`config.mk`:
```
export PLATFORM = sky130hd
export DESIGN_NAME = spi_regram_slave
export DESIGN_NICKNAME = d
export VERILOG_FILES = /design/src/rtl/spi_rr_pkg.sv /design/src/rtl/spi_rr_shifter.sv /design/src/rtl/spi_rr_seq.sv /design/src/rtl/spi_rr_store.sv /design/src/rtl/spi_regram_slave.sv
export SDC_FILE = /design/constraint.sdc
export NUM_CORES = 2
export LEC_CHECK = 0
export BUFFER_PORTS_ARGS = -buffer_cell sky130_fd_sc_hd__buf_2
export CAP_MARGIN = 10
export CORE_MARGIN = 2
export CORE_UTILIZATION = 27
export CTS_CLUSTER_SIZE = 40
export DETAILED_ROUTE_END_ITERATION = 16
export HOLD_SLACK_MARGIN = 0.15
export SLEW_MARGIN = 20
export SYNTH_ARGS = -nofsm -noshare
export SYNTH_HDL_FRONTEND = slang
export SYNTH_SLANG_ARGS = --single-unit
export TNS_END_PERCENT = 10
```
`constraint.sdc`:
```
create_clock -name clk -period 9.8 [get_ports clk]
set_input_delay 1.47 -clock clk [delete_from_list [all_inputs] [get_ports clk]]
set_output_delay 1.47 -clock clk [all_outputs]
set_load 0.02 [all_outputs]
```
`src/rtl/spi_rr_pkg.sv`:
```
package spi_rr_pkg;
  localparam int BYTE_W = 8;
  localparam int ADDR_W = 16;

  localparam logic [7:0] OP_POLL   = 8'h01;
  localparam logic [7:0] OP_RREAD  = 8'h02;
  localparam logic [7:0] OP_RSET   = 8'h03;
  localparam logic [7:0] OP_MWRITE = 8'h04;
  localparam logic [7:0] OP_RWRITE = 8'h06;
  localparam logic [7:0] OP_MREAD  = 8'h08;

  typedef struct packed {
    logic valid;
    logic is_read;
    logic is_ram;
    logic incr;
  } cmd_t;

  typedef enum logic [2:0] {
    ST_CMD, ST_AH, ST_AL, ST_WAIT, ST_DATA, ST_DEAD
  } seq_st_e;

  function automatic cmd_t decode_op(input logic [7:0] op);
    cmd_t d;
    d = '0;
    case (op)
      OP_POLL:   begin d.valid = 1'b1; d.is_read = 1'b1; end
      OP_RREAD:  begin d.valid = 1'b1; d.is_read = 1'b1; d.incr = 1'b1; end
      OP_RSET:   begin d.valid = 1'b1; end
      OP_RWRITE: begin d.valid = 1'b1; d.incr = 1'b1; end
      OP_MREAD:  begin d.valid = 1'b1; d.is_read = 1'b1; d.is_ram = 1'b1; d.incr = 1'b1; end
      OP_MWRITE: begin d.valid = 1'b1; d.is_ram = 1'b1; d.incr = 1'b1; end
      default:   d = '0;
    endcase
    return d;
  endfunction
endpackage

```
`src/rtl/spi_rr_shifter.sv`:
```
module spi_rr_shifter #(
  parameter int W = 8
) (
  input  logic         clk,
  input  logic         rst_n,
  input  logic         cs_n,
  input  logic         sclk,
  input  logic         mosi,
  input  logic [W-1:0] tx_byte,
  output logic         byte_done,
  output logic [W-1:0] rx_byte,
  output logic         miso
);
  localparam int CW = $clog2(W);

  logic          sclk_q;
  logic          rise, fall;
  logic [CW-1:0] cnt;
  logic [W-1:0]  rx_sr, tx_sr;

  assign rise = sclk & ~sclk_q & ~cs_n;
  assign fall = ~sclk & sclk_q & ~cs_n;

  always_ff @(posedge clk or negedge rst_n) begin
    if (!rst_n) begin
      sclk_q <= 1'b0;
      cnt    <= '0;
      rx_sr  <= '0;
      tx_sr  <= '0;
    end else begin
      sclk_q <= sclk;
      if (cs_n) begin
        cnt   <= '0;
        tx_sr <= '0;
      end else begin
        if (rise) begin
          cnt   <= (cnt == CW'(W-1)) ? '0 : cnt + 1'b1;
          rx_sr <= {rx_sr[W-2:0], mosi};
        end
        if (fall) begin
          // a falling edge with the bit count at zero closes a byte
          if (cnt == '0) tx_sr <= tx_byte;
          else           tx_sr <= {tx_sr[W-2:0], 1'b0};
        end
      end
    end
  end

  assign byte_done = rise && (cnt == CW'(W-1));
  assign rx_byte   = {rx_sr[W-2:0], mosi};
  assign miso      = tx_sr[W-1];
endmodule

```
`src/rtl/spi_rr_seq.sv`:
```
module spi_rr_seq
  import spi_rr_pkg::*;
(
  input  logic                clk,
  input  logic                rst_n,
  input  logic                cs_n,
  input  logic                byte_done,
  input  logic [BYTE_W-1:0]   rx_byte,
  input  logic [BYTE_W-1:0]   rd_data,
  output logic [ADDR_W-1:0]   addr,
  output cmd_t                cmd,
  output seq_st_e             state,
  output logic                wr_en,
  output logic [BYTE_W-1:0]   wr_data,
  output logic [BYTE_W-1:0]   tx_byte
);
  always_ff @(posedge clk or negedge rst_n) begin
    if (!rst_n) begin
      state <= ST_CMD;
      cmd   <= '0;
      addr  <= '0;
    end else if (cs_n) begin
      state <= ST_CMD;
      cmd   <= '0;
      addr  <= '0;
    end else if (byte_done) begin
      case (state)
        ST_CMD: begin
          cmd   <= decode_op(rx_byte);
          state <= decode_op(rx_byte).valid ? ST_AH : ST_DEAD;
        end
        ST_AH: begin
          addr[ADDR_W-1:BYTE_W] <= rx_byte;
          state <= ST_AL;
        end
        ST_AL: begin
          addr[BYTE_W-1:0] <= rx_byte;
          state <= cmd.is_read ? ST_WAIT : ST_DATA;
        end
        ST_WAIT: state <= ST_DATA;
        ST_DATA: if (cmd.incr) addr <= addr + ADDR_W'(1);
        default: state <= ST_DEAD;
      endcase
    end
  end

  assign wr_en   = byte_done && (state == ST_DATA) && cmd.valid && !cmd.is_read && !cs_n;
  assign wr_data = rx_byte;
  assign tx_byte = ((state == ST_DATA) && cmd.is_read) ? rd_data : '0;
endmodule

```
`src/rtl/spi_rr_store.sv`:
```
module spi_rr_store
  import spi_rr_pkg::*;
#(
  parameter int              REG_COUNT = 16,
  parameter int              RAM_BASE  = 'h0400,
  parameter int              RAM_DEPTH = 256,
  parameter logic [BYTE_W-1:0] FILL    = 8'hDE
) (
  input  logic              clk,
  input  logic              rst_n,
  input  logic [ADDR_W-1:0] addr,
  input  logic              is_ram,
  input  logic              wr_en,
  input  logic [BYTE_W-1:0] wr_data,
  output logic [BYTE_W-1:0] rd_data
);
  localparam int RIW = (REG_COUNT > 1) ? $clog2(REG_COUNT) : 1;
  localparam int RAW = (RAM_DEPTH > 1) ? $clog2(RAM_DEPTH) : 1;

  logic [BYTE_W-1:0] regs [REG_COUNT];
  logic [BYTE_W-1:0] ram  [RAM_DEPTH];
  logic              reg_hit, ram_hit;
  logic [RIW-1:0]    reg_idx;
  logic [RAW-1:0]    ram_off;

  assign reg_hit = 32'(addr) < REG_COUNT;
  assign ram_hit = (32'(addr) >= RAM_BASE) && (32'(addr) < RAM_BASE + RAM_DEPTH);
  assign reg_idx = addr[RIW-1:0];
  assign ram_off = RAW'(32'(addr) - RAM_BASE);

  always_ff @(posedge clk or negedge rst_n) begin
    if (!rst_n) begin
      for (int i = 0; i < REG_COUNT; i++) regs[i] <= '0;
    end else if (wr_en && !is_ram && reg_hit) begin
      regs[reg_idx] <= wr_data;
    end
  end

  always_ff @(posedge clk) begin
    if (wr_en && is_ram && ram_hit) ram[ram_off] <= wr_data;
  end

  always_comb begin
    if (is_ram) rd_data = ram_hit ? ram[ram_off] : FILL;
    else        rd_data = reg_hit ? regs[reg_idx] : '0;
  end
endmodule

```
`src/rtl/spi_regram_slave.sv`:
```
module spi_regram_slave
  import spi_rr_pkg::*;
#(
  parameter int              REG_COUNT = 16,
  parameter int              RAM_BASE  = 'h0400,
  parameter int              RAM_DEPTH = 256,
  parameter logic [7:0]      FILL      = 8'hDE
) (
  input  logic clk,
  input  logic rst_n,
  input  logic sclk,
  input  logic cs_n,
  input  logic mosi,
  output logic miso
);
  logic              byte_done, wr_en;
  logic [BYTE_W-1:0] rx_byte, tx_byte, rd_data, wr_data;
  logic [ADDR_W-1:0] cur_addr;
  cmd_t              cur_cmd;
  seq_st_e           seq_state;

  spi_rr_shifter #(.W(BYTE_W)) u_shift (
    .clk(clk), .rst_n(rst_n), .cs_n(cs_n), .sclk(sclk), .mosi(mosi),
    .tx_byte(tx_byte), .byte_done(byte_done), .rx_byte(rx_byte), .miso(miso)
  );

  spi_rr_seq u_seq (
    .clk(clk), .rst_n(rst_n), .cs_n(cs_n), .byte_done(byte_done),
    .rx_byte(rx_byte), .rd_data(rd_data), .addr(cur_addr), .cmd(cur_cmd),
    .state(seq_state), .wr_en(wr_en), .wr_data(wr_data), .tx_byte(tx_byte)
  );

  spi_rr_store #(
    .REG_COUNT(REG_COUNT), .RAM_BASE(RAM_BASE), .RAM_DEPTH(RAM_DEPTH), .FILL(FILL)
  ) u_store (
    .clk(clk), .rst_n(rst_n), .addr(cur_addr), .is_ram(cur_cmd.is_ram),
    .wr_en(wr_en), .wr_data(wr_data), .rd_data(rd_data)
  );
endmodule

```
### After elaboration in Yosys (flattened, before gate mapping)

Memory sizes are Yosys's and may differ from the RTL's.
Cells that the tools add are included.

* register bits after elaboration: 170
* bits in writable memories: 2048
* input port bits: 5
* output and inout port bits: 1
* word-level logic and storage cells: 127
* memories: 1

* add/subtract/negate cells: 3
* order comparisons: 5
* eq/ne operators: 13
* muxes and demuxes: 38
* bitwise logic cells: 8
* reduce and logical (&&, ||, !) cells: 32

Memories
* u_store.ram: depth 256, bits a word 8, read ports 1, clocked after Yosys merged registers in 0, wr ports 1, RTL line spi_rr_store.sv:21 `logic [BYTE_W-1:0] ram [RAM_DEPTH];`

Operator list (count)
* 128-bit bitwise mux: 1
* 8-bit two-way mux: 10
* 16-bit two-way mux: 3
* 8-bit binary-select mux with 4-bit select: 1
* 8-bit demux with 4-bit select: 1
* 8-bit one-hot mux with 2 select lines: 2
* 3-bit two-way mux: 7
* 16-bit by 1-bit adder with 16-bit output (second input constant): 1
* 8-bit by 2-bit == test with 1-bit output (second input constant): 2
* 8-bit by 3-bit == test with 1-bit output (second input constant): 2
* 16-bit by 11-bit >= comparator with 1-bit output (second input constant): 1
* 16-bit by 11-bit less-than comparator with 1-bit output (second input constant): 1
* 16-bit by 5-bit less-than comparator with 1-bit output (second input constant): 1
* 3-bit one-hot mux with 5 select lines: 1
* 1-bit logical AND: 12
* 4-bit two-way mux: 3
* 1-bit two-way mux: 9
* 8-bit by 1-bit == test with 1-bit output (second input constant): 1
* 8-bit by 4-bit == test with 1-bit output (second input constant): 1
* 2-bit nonzero test: 4
* 8-bit by 1-bit subtractor with 8-bit output (second input constant): 1
* 3-bit by 2-bit == test with 1-bit output (second input constant): 2
* 3-bit == test (second input constant): 2
* 3-bit logical NOT: 2
* 17 further kinds: 28

### Depth between registers and ports, before layout

* word-level depth: 12
* depth in mapped cells: 13
* mapped depth without buffers: 9

### Modules after synthesis

From an unflattened synthesis, not the netlist that was laid out.

* cell total of the unflattened synthesis: 4375
* area, all modules: 88170.8 um^2

Modules (own cells, without submodules)
* spi_rr_store: instances 1, cells each 4105, area each 85584.6 um^2, sequential area each 64702.1 um^2
* spi_rr_seq: instances 1, cells each 207, area each 1730.4 um^2, sequential area each 575.6 um^2
* spi_rr_shifter: instances 1, cells each 63, area each 855.8 um^2, sequential area each 475.5 um^2

### Worst setup path before layout

No wires, ideal clock.

* path kind: reg2reg
* start point: register u_shift.rx_sr[2]
* end point: register u_seq.state[2]
* arrival time: 4.502 ns
* data required time: 9.735 ns
* setup slack: 5.233 ns
* cell stages (with the launch flop): 8
* buffers on the path: 0
* period minus slack after synthesis: 4.567 ns
* path through: dfrtp_1 -> inv_1 -> a21oi_1 -> o32ai_1 -> nand2b_1 -> a21oi_1 -> nor2_1 -> o21a_1

* cells in the longest elaborated chain, start to end: 10

RTL lines
* start, declared: RTL line spi_rr_shifter.sv:19 `logic [W-1:0] rx_sr, tx_sr;`
* start signal, assigned: RTL line spi_rr_shifter.sv:38 `rx_sr <= {rx_sr[W-2:0], mosi};`
* 8-bit by 2-bit == test with 1-bit output (tied with other cells): RTL line spi_rr_pkg.sv:26 `case (op)`
* 6-bit OR reduction (no source line) *
* 1-bit two-way mux *: RTL line spi_rr_pkg.sv:26
* 1-bit two-way mux *: RTL line spi_rr_seq.sv:27 `case (state)`
* 1-bit two-way mux *: RTL line spi_rr_seq.sv:26 `end else if (byte_done) begin`
* 1-bit two-way mux *: RTL line spi_rr_seq.sv:22 `end else if (cs_n) begin`
* 3-bit two-way mux *: RTL line spi_rr_seq.sv:30 `state <= decode_op(rx_byte).valid ? ST_AH : ST_DEAD;`
* 3-bit one-hot mux with 5 select lines *: RTL line spi_rr_seq.sv:27
* 3-bit two-way mux *: RTL line spi_rr_seq.sv:26
* 3-bit two-way mux *: RTL line spi_rr_seq.sv:22
* end signal, assigned: RTL line spi_rr_seq.sv:30
* end signal, assigned: RTL line spi_rr_seq.sv:38 `state <= cmd.is_read ? ST_WAIT : ST_DATA;`
* end, declared: RTL line spi_rr_seq.sv:12 `output seq_st_e state,`

Every way passes the cells marked *; elsewhere a longest branch is shown, timed or not. The select of a mux whose other input is x is not followed.
A chain may end at the register's enable or synchronous reset.

### Final worst setup path

* start point: input sclk
* end point: memory u_store.ram[186][5] (enable)

* cells in the longest elaborated chain, start to end: 11

RTL lines
* start, declared: RTL line spi_regram_slave.sv:11 `input logic sclk,`
* 1-bit bitwise AND (2 in series): RTL line spi_rr_shifter.sv:21 `assign rise = sclk & ~sclk_q & ~cs_n;`
* 1-bit logical AND: RTL line spi_rr_shifter.sv:49 `assign byte_done = rise && (cnt == CW'(W-1));`
* 1-bit logical AND (4 in series): RTL line spi_rr_seq.sv:47 `assign wr_en = byte_done && (state == ST_DATA) && cmd.valid && !cmd.is_read && !cs_n;`
* 1-bit logical AND (2 in series): RTL line spi_rr_store.sv:40 `if (wr_en && is_ram && ram_hit) ram[ram_off] <= wr_data;`
* 1-bit two-way mux: RTL line spi_rr_store.sv:40
* 1-bit two-way mux (implied by the code): RTL line spi_rr_store.sv:40
* end, declared: RTL line spi_rr_store.sv:21

No other way between the ends.

==> reports/results.ini <==
[place]
post-place-ws_ps = 3660
place.gp.congestion = 0.877
place_area_sq_mm = 0.0932
place_inst = 8480
dp_hpwl_mm = 155
port_buffers = 5

[floorplan]
row_count = 209
start_util_pct = 27.1
io_pins = 6
die_h_um = 575
die_area_sq_mm = 0.330
core_region_area_sq_mm = 0.324
dieWidth_um = 575

[critical_path]
path_class = in -> reg
crit_chain = buf_2, nand2b_1, nor2_4, nand2_1, or4_4, nor2_4, buf_4, nand3_1, nor2_1
path_common_cell = nor2_4
slowest_stage = nor2_1
setup.worst_path.start_class = input pin
cp_max_fo = 14
critPathArrivalTime_ps = 5960
worstPathRequired_ps = 10290
crit_path_end_kind = flop
max_stage_delay_ps = 940

[final_layout]
drive_gt1_share_pct = 25.8
stdcell_count = 8891
fin_util_pct = 31.0
stdcell_area_sq_mm = 0.100
nNetsFinal = 4390
syn_to_final_growth_pct = 14.2

[routing]
first_pass_iters = 6
wl_per_cell_um = 28.9
detail-route-antenna-nets = 0
wirelength_mm = 257
vias = 45800
via_per_inst = 5.15
post-route-drc-count = 0
drt_first_iter_violations = 6744

[timing]
skew_ps = 50.5
drv_slew = 0
worst_slack_ps = 4330
hold_viol = 0
slew_headroom_pct = 15.5
min_period_ps = 5470
worstMarginPinSlew_ps = 1250
grt_setup_unrepaired = no
setup_violations = 0
tns_ps = 0
finalCritPeriodShare_pct = 55.8
fmax_mhz = 183

[synth]
yosysSeqAreaShare_pct = 74.8
synth_edf_count = 2048
synthArstFlopShare_pct = 7.66
synth_area_leaders = edfxtp_1, mux4_2, dfrtp_1
syn_area_sq_mm = 0.0879
synth_top_cell_area_share_pct = 70.0
avgSynthCellArea_sq_um = 20.4
ys.flop_type = edfxtp_1
yosys-top-cells-count = edfxtp_1, mux4_2, nor2_1, dfrtp_1, nand2_1
syn-instance-count = 4307
synth-seq-cells = 2218
synth_nets = 4319
yosysTopAreaCell = edfxtp_1
synth_cell_type_count = 76
yosys_warnings = 0
yosysMostFrequentCell = edfxtp_1

[power]
irDropWorstVdd_v = 0.000185
static-leakage-power_nw = 31.0
power_density_mw_per_mm2 = 208

[global_route]
grt_max_degree = 172
grt_use_total_pct = 15.2
antenna_found_initial = 14
grt_overflow = 0
grt_first_pass_wirelength_mm = 361
grt_pass1_vias = 44900

[cts]
htreeDepth = 4
clock_latency_ps = 900
cts_root_buffer = clkbuf_16
cts-resized-gates = 0
numCtsBuffers = 220
clk_path_buf_depth = 3
hold_buffers = 0
cts_tree = built
cts_setup_buffers = 0
cts.clk_slew.worst_paths_ps = 60
cts.sinks = 2218

[worst_hold_path]
hold_class = reg -> reg

[job]
cap_viol_max_count = 0

[status]
run_status = finished, final reports clean

[placed cells by master, fill, tap and decap left out, types with 8 or more instances in the layout]
| master | n |
|---|---|
| nand2_2 | 8 |
| dfrtp_4 | 11 |
| dfrtp_1 | 158 |
| a22oi_1 | 78 |
| o221ai_1 | 13 |
| nand2b_1 | 13 |
| edfxtp_1 | 2048 |
| a221oi_1 | 14 |
| a32o_1 | 8 |
| clkbuf_1 | 45 |
| buf_4 | 95 |
| bufinv_16 | 21 |
| clkinv_1 | 33 |
| inv_6 | 10 |
| nor2_1 | 302 |
| a311oi_1 | 9 |
| clkinv_2 | 50 |
| mux2i_1 | 132 |
| o21ai_0 | 35 |
| a31oi_1 | 14 |
| mux4_2 | 546 |
| buf_12 | 9 |
| nand2_1 | 127 |
| a21oi_1 | 60 |
| o22ai_1 | 21 |
| nor2b_1 | 12 |
| nor3_1 | 30 |
| nor2_8 | 10 |
| nand3_1 | 57 |
| o31ai_1 | 8 |
| mux2_1 | 30 |
| inv_1 | 11 |
| a22o_1 | 11 |
| mux2_2 | 120 |
| clkbuf_16 | 221 |
| clkinvlp_4 | 16 |
[flip-flops by register name, indices dropped and copies added, names as in the netlist]
register / cells
u_store.ram: 2048
u_shift.tx_sr: 8
u_seq.state: 3
u_seq.addr: 16
u_shift.rx_sr: 7
u_seq.cmd: 4
u_shift.sclk_q: 1
u_shift.cnt: 3
u_store.regs: 128
[worst max-delay path: cells and delay by family]
family                 cells  cell delay, ps
and+or+nand+nor            7            3890
buffers and inverters      2             580
[path summary, 6_finish.rpt]
path,from,to,slack (ps),depth (start not counted)
worst max-delay path,sclk,u_store.ram[186][5],4330,9
worst min-delay path,u_store.regs[43],u_store.regs[43],480,1
max in group asynchronous,rst_n,u_seq.addr[2],7930,3
worst max register to register,u_shift.sclk_q,u_store.ram[186][5],4550,8
worst min register to register,u_store.regs[43],u_store.regs[43],480,1
min in group asynchronous,rst_n,u_store.regs[93],650,1
[per-stage QoR]
stage	power, mW	hold WS, ps
floorplan	12.0	452
global placement	12.7	461
detailed placement	12.7	472
CTS	21.0	486
global route	21.4	500
finish	20.9	484
[final cells by class]
class / instances / area [sq um]
antenna: 3 / 7.51
clock buffer: 267 / 5710
clock inverter: 140 / 1430
fill: 30800 / 224000
inverter: 13 / 53.8
multi-input combinational: 1814 / 21000
sequential: 2218 / 65800
tap: 4325 / 5410
timing repair buffer: 111 / 973
[layer usage]
metal	up-vias	wire, um	part of all wire (%)	GRT usage, %
met3	452	27500	11	3.84
met2	2910	119000	46	23.5
met5	-	97	0.038	0
li1	17900	-	-	-
met1	24500	102000	40	20.9
met4	16	8450	3.3	5.30
[cell families (layout without fill, tap and decap cells)]
logic type / Yosys count / in the layout / synth area share (%)
flip-flops: 2218 / 2218 / 74.8
AO/OA/AOI/OAI: 335 / 335 / 2.72
XOR/XNOR: 3 / 3 / 0.0299
other: 0 / 3 / 0
adder cells (fa/ha/maj): 7 / 7 / 0.0996
buffers and inverters: 275 / 531 / 1.48
AND/OR/NAND/NOR: 641 / 641 / 3.46
multiplexers: 828 / 828 / 17.4
[power breakdown]
part / total (mW) / internal (mW) / switching (mW)
registers: 11.4 / 11.2 / 0.232
clock network: 8.40 / 4.72 / 3.68
logic: 1.10 / 0.0844 / 1.02
No activity file was read; power rests on OpenSTA's default activity.
